[config.mk]
export PLATFORM = sky130hd
export DESIGN_NAME = tick_skip_counter
export DESIGN_NICKNAME = d
export VERILOG_FILES = /design/src/rtl/tick_skip_counter.sv
export SDC_FILE = /design/constraint.sdc
export NUM_CORES = 1
export LEC_CHECK = 0
export ABC_CLOCK_PERIOD_IN_PS = 3410
export BUFFER_PORTS_ARGS = -buffer_cell sky130_fd_sc_hd__clkbuf_2
export CAP_MARGIN = 10
export CELL_PAD_IN_SITES_DETAIL_PLACEMENT = 1
export CELL_PAD_IN_SITES_GLOBAL_PLACEMENT = 2
export CORE_UTILIZATION = 34
export DETAILED_ROUTE_END_ITERATION = 6
export PLACE_DENSITY_LB_ADDON = 0.1
export SYNTH_ARGS = -nofsm -noshare
export SYNTH_HDL_FRONTEND = slang
export SYNTH_SLANG_ARGS = --single-unit
[constraint.sdc]
create_clock -name clk -period 3.41 [get_ports clk]
set_input_delay 0.8525 -clock clk [delete_from_list [all_inputs] [get_ports clk]]
set_output_delay 0.8525 -clock clk [all_outputs]
set_load 0.05 [all_outputs]
[src/rtl/tick_skip_counter.sv]
module tick_skip_counter #(
  parameter int NCPU = 4,
  parameter int CW   = 24,
  parameter int AW   = 12,
  parameter int DW   = 32
) (
  input  logic            clk,
  input  logic            rst_n,
  input  logic            tick_in,
  input  logic [NCPU-1:0] cpu_present,
  input  logic            wr_en,
  input  logic [AW-1:0]   addr,
  input  logic [DW-1:0]   wr_data,
  output logic [DW-1:0]   rd_data,
  output logic [NCPU-1:0] pend_set
);
  localparam int VW = CW + 1;

  function automatic logic [AW-1:0] slot_off(input int i);
    if (i < 2) return AW'(32'h380 + 32'h40 * i);
    else       return AW'(32'h700 + 32'h40 * (i - 2));
  endfunction

  logic [2:0]      sync_q;
  logic            tick_rise;
  logic [NCPU-1:0] wr_hit;
  logic [NCPU-1:0] ovf_q;
  logic [VW-1:0]   val_w [NCPU];

  always_ff @(posedge clk) begin
    if (!rst_n) sync_q <= '0;
    else        sync_q <= {sync_q[1:0], tick_in};
  end
  assign tick_rise = sync_q[1] & ~sync_q[2];

  for (genvar g = 0; g < NCPU; g++) begin : g_cpu
    logic [VW-1:0] val_r;
    logic [VW-1:0] dec;
    logic [VW-1:0] nxt;
    logic          pend_r;

    assign wr_hit[g] = wr_en && (addr == slot_off(g));
    assign dec       = val_r - VW'(1);
    assign nxt       = {dec[CW] | val_r[CW], dec[CW-1:0]};

    always_ff @(posedge clk) begin
      if (!rst_n) begin
        val_r  <= '0;
        pend_r <= 1'b0;
      end else begin
        pend_r <= 1'b0;
        if (wr_hit[g]) begin
          val_r <= {1'b0, wr_data[CW-1:0]};
        end else if (tick_rise && cpu_present[g]) begin
          val_r  <= nxt;
          pend_r <= nxt[CW];
        end
      end
    end

    assign val_w[g]    = val_r;
    assign ovf_q[g]    = val_r[CW];
    assign pend_set[g] = pend_r;
  end

  always_comb begin
    rd_data = '0;
    for (int i = 0; i < NCPU; i++)
      if (addr == slot_off(i)) rd_data = {{(DW-VW){1'b0}}, val_w[i]};
  end
endmodule

# ---- Word-level counts from Yosys, hierarchy flattened
# Index checks and enable logic that the tools add are counted.
dict set report word_totals {
  ff_bits 107
  latchBits 0
  ram_bits 0
  romBits 0
  input_bits 52
  out_inout_bits 36
  wordCells 64
  memories 0
}
dict set report op_classes {
  addsub 4
  n_mul 0
  div_mod_pow 0
  order_cmp 0
  eq_ne 4
  shift 0
  mux 12
  bitwise 11
  reduce_logical 20
}
# cell n
set op_table {}
lappend op_table {{24-bit 2-to-1 mux} 8}
lappend op_table {{25-bit by 1-bit subtractor with 25-bit output, second input constant} 4}
lappend op_table {{32-bit 2-to-1 mux} 2}
lappend op_table {{25-bit 2-to-1 mux} 2}
lappend op_table {{12-bit by 10-bit equality test with 1-bit output, second input constant} 2}
lappend op_table {{12-bit by 11-bit equality test with 1-bit output, second input constant} 2}
lappend op_table {{3-bit OR reduction} 4}
lappend op_table {{1-bit logical AND} 8}
lappend op_table {{2-bit nonzero test} 4}
lappend op_table {{2-bit OR reduction} 4}
lappend op_table {{1-bit inverter} 6}
lappend op_table {{1-bit OR} 4}
lappend op_table {{1-bit bitwise AND} 1}

# ---- Longest topological paths before layout
dict set report logic_depth {
  depth_word 5
  depth_mapped 7
  ltp_nobuf 7
}

# ---- Worst setup path after synthesis
# OpenSTA, ideal clock, no wires.
dict set report synth_timing {
  path_type {input-to-output}
  from {input addr[3]}
  to {output rd_data[10]}
  arrival_time_ns 2.752
  required_time_ns 2.558
  slack_ns -0.194
  cell_stages 7
  path_buffers 2
  cell_sequence {nor3_1 > nand4b_1 > nand2b_1 > clkbuf_1 > clkbuf_1 > o221ai_1 > o21a_1}
}
dict set report synth_between {
  elab_chain_len 5
  word_cells_on_any_way 8
  cone_classes {4 x eq/ne; 4 x mux}
}
# element line_no
set synth_rtl {}
lappend synth_rtl {{from (decl)} 12} ;# input logic [AW-1:0] addr,
lappend synth_rtl {{12-bit by 10-bit equality test with 1-bit output} 69} ;# if (addr == slot_off(i)) rd_data = {{(DW-VW){1'b0}}, val_w[i]};
lappend synth_rtl {{25-bit 2-to-1 mux (2 in series)} 69}
lappend synth_rtl {{32-bit 2-to-1 mux} 69}
lappend synth_rtl {{32-bit 2-to-1 mux *} 69}
lappend synth_rtl {{to (decl)} 14} ;# output logic [DW-1:0] rd_data,
# Every way passes the cells marked *; elsewhere a longest branch is shown, timed or not.

# ---- Worst setup path after layout
dict set report layout_timing {
  from {input addr[11]}
  to {output rd_data[16]}
}
# Same word-level chain as after synthesis.

==> run summary <==
The run finished with clean final reports. The number of cells on the worst reg-to-reg path was 5; the number of filler cells placed in the layout was 2267. The average wire length per cell after detail routing works out to 22.1 µm. Number of stages on the worst hold path: 1. In this run the remaining antenna-violating nets after routing total 0. The tools report the cell area after synthesis as 6460 µm². The cell count after synthesis was 803; the die width was 140 µm. After clock tree synthesis, the clock-pin slew on the worst setup and hold paths is 70 ps. The height of the chip is 140 µm. Detailed placement ended at an HPWL of 17900 µm.

The synthesis warning total is 0, and the total die area is 19600 µm². Pin placement for this block handled 88 I/O pins. The final count of hold timing violations came out at 0. The share of the cycle needed by the critical path after routing is 0.973. For this run, the leading register cell type out of synthesis is dfxtp_1. For the number of global-route vias before repair, the log shows 6472. The synthesized design spends more area on one cell type than any other, namely dfxtp_1.

Routability-driven placement finished with a final weighted congestion of 0.896. The total clock buffers created by CTS is 9, and the floorplan core area is 18600 µm². Critical path class: in2out. The final layout contains routed wiring with a total length of 24000 µm.

The count of cells in the finished layout, fillers not included, comes to 1087. The number of antenna violations at the first check in global routing was 0. Summed over all cells, the static leakage comes to 0.00283 µW. In the final design database the tool counted 905 nets. For the TritonCTS sink count, the log shows 107. The tools report the total global routing overflow as 0. For the number of placement rows, the log shows 50. In this run the critical register-to-register path is captured at g_cpu[1].val_r[24]$_SDFFE_PP0P_. The count of cell types in the netlist was 48. At the worst endpoint, the required time is 2560 ps. In this run, synthesis produced a sequential element count of 107. The kind of end point of the critical path is an output pin. The synthesized design contains 0 enable-type register cells. Clock latency on the worst-skew pair, taken at its later pin, is 350 ps. Counting tap cells, the placed design contains a total of 1071 instances.

The headroom to the max-slew limit was 0.426; the highest fanout seen on the critical path was 25. The clock passes through at most 2 buffers. The effective utilization at floorplan came out at 0.346.

The number of I/O port buffers is 72. The final max-slew violation count is 0. Sequential area share after synthesis: 0.332.

The average instance area after synthesis works out to 8.04 µm². Worst-margin pin slew: 861 ps. Setup repair after global routing left no endpoint under its margin. Root buffer selected by CTS: clkbuf_16. The first detailed-routing pass ran for 4 iterations.

The data arrival time at the worst-slack endpoint was 2470 ps; the detailed-route DRC error count was 0. The run gives 0.000220 V as the peak ir drop on the vdd network. TritonCTS built the clock tree. 0 antenna diodes ended up in the layout. Sorting the synthesized cells by area gives the leading types as dfxtp_1 33%, xnor2_1 8.3%, o21ai_0 6.4%, a21oi_1 6.1%, mux2i_1 4.5%.

The clock tree synthesis step divided the H-tree into 3 levels. Relative to the synthesized area, the layout overhead comes to 20.4%. The path class of the tightest hold or removal check is reg2reg. STA classifies the critical path startpoint as an input pin. The slack of the worst reg-to-reg path is 710 ps.

The first routing iteration left 300 violations. The largest net degree at the start of global routing is 88. Timing would allow up to 301 MHz. The portion of synthesized cell area occupied by the leading cell type is 0.332. The destination of the worst hold path is sync_q[1]$_SDFF_PN0_. Setup violations remaining at the end of the flow were counted as 0. The minimum clock period after layout is 3320 ps, and the share of cells above drive strength 1 is 0.172.

Setup total negative slack on the finished layout was measured at 0 ps. The first global-routing pass estimated 37700 µm of wire. The multi-input combinational cell area is 4110 µm², and the power per standard cell area is 369 nW/µm².

The detailed router placed 6301 vias in this run. The launch point of the worst reg-to-reg path was g_cpu[1].val_r[7]$_SDFFE_PN0P_. Summing all flip-flop and latch instances after layout gives 2140 µm². The final worst clock skew is 6.57 ps, and the via density per instance is 5.80. The overall track demand over capacity in global routing came out at 0.254. The async set-or-reset flop fraction in the synthesized netlist was 0. The max-capacitance violation count is 0. In this run the most critical hold path is launched from sync_q[0]$_SDFF_PN0_.
## layer usage
| metal | GRT usage | vias up | wire [µm] | part of all wire |
|---|---|---|---|---|
| met3 | 0.0461 | 26 | 957 | 0.040 |
| met5 | 0 | - | 0 | 0 |
| met4 | 0.0607 | 0 | 446 | 0.019 |
| met1 | 0.314 | 3147 | 10400 | 0.43 |
| li1 | - | 3000 | - | - |
| met2 | 0.453 | 128 | 12300 | 0.51 |
## cell usage after synthesis, drive strengths merged, types with 9 or more instances
library cell    n
inv            10
dfxtp         107
xor2           28
o21a           25
o221ai         25
nand4          12
clkbuf         49
nor3           34
or4            11
nand2          47
a21oi          79
nor4           28
nand3          17
nand3b          9
o21ai          83
a211oi         13
xnor2          61
mux2i          29
buf            13
or3            11
nor2           54
## layout by cell type (no fill, tap or decap), types with 20 or more instances in the layout
cell type,n
dfxtp_1,107
o21ai_0,83
a21oi_1,79
xnor2_1,61
nor2_1,54
nand2_1,47
clkbuf_2,47
nor3_1,33
mux2i_1,29
buf_12,29
xor2_1,28
nor4_1,23
o21a_2,20
## sequential cells by signal (all words and copies together), names as in the netlist
signal	cells
sync_q	3
g_cpu.pend_r	4
g_cpu.val_r	100
## cell families (layout without fill, tap and decap cells)
group,Yosys count,in the layout,synth area share
xor gates and xnor gates,89,89,0.121
AOI/OAI and AO/OA,233,233,0.213
buffers and inverters,73,117,0.0490
muxes,29,29,0.0449
and+or+nand+nor,267,267,0.232
other,1,7,0.000581
adders and majority gates,4,4,0.00775
DFF,107,107,0.332
## repair_timing
item / CTS / global route
hold buffers: 0 / 0
pin swaps: 0 / 1
endpoints found under the setup margin: 2 / 21
resized for setup: 2 / 6
setup buffers: 0 / 1
## worst max-delay path, stage by stage
cell and delay (ps):
clkbuf_2 100, nor4b_2 260, nand4b_1 190, nand2b_1 230
buf_12 180, o221ai_1 280, o21a_2 220, buf_12 140
## power breakdown
part | switching (µW) | internal (µW)
clock | 483 | 513
sequential | 63.9 | 1300
combinational | 323 | 188
total | 870 | 2000
## final cells by class
| cell class | instances | share of cell area |
|---|---|---|
| inverter | 11 | 0.00531 |
| multi-input combinational | 629 | 0.528 |
| clock buffer | 13 | 0.0322 |
| tap | 234 | 0.0377 |
| clock inverter | 2 | 0.00161 |
| timing repair buffer | 91 | 0.119 |
| sequential | 107 | 0.276 |
## worst max-delay path by stage
stage | endpoint | slack, ps | start
finish | rd_data[16] | 90 | addr[11]
global route | rd_data[16] | 20 | addr[11]
CTS | rd_data[11] | 10 | addr[11]
detailed placement | rd_data[13] | 9 | addr[11]
global placement | rd_data[10] | 40 | addr[11]
floorplan | rd_data[10] | 70 | addr[3]
## metrics by stage
| step | setup slack (ps) | utilization | instance area (µm²) | hold slack [ps] | total power, µW |
|---|---|---|---|---|---|
| 2_1_floorplan | 67.8 | - | 6510 | 412 | 1720 |
| 3_3_place_gp | 40.7 | 0.400 | 7450 | 425 | 1880 |
| 3_5_place_dp | 8.60 | 0.400 | 7450 | 430 | 1900 |
| 4_1_cts | 10.9 | 0.415 | 7730 | 452 | 2900 |
| 5_1_grt | 19.9 | 0.417 | 7770 | 479 | 3010 |
| 6_report | 91.9 | 0.417 | 7770 | 447 | 2870 |
(Power assumes the default switching activity.)
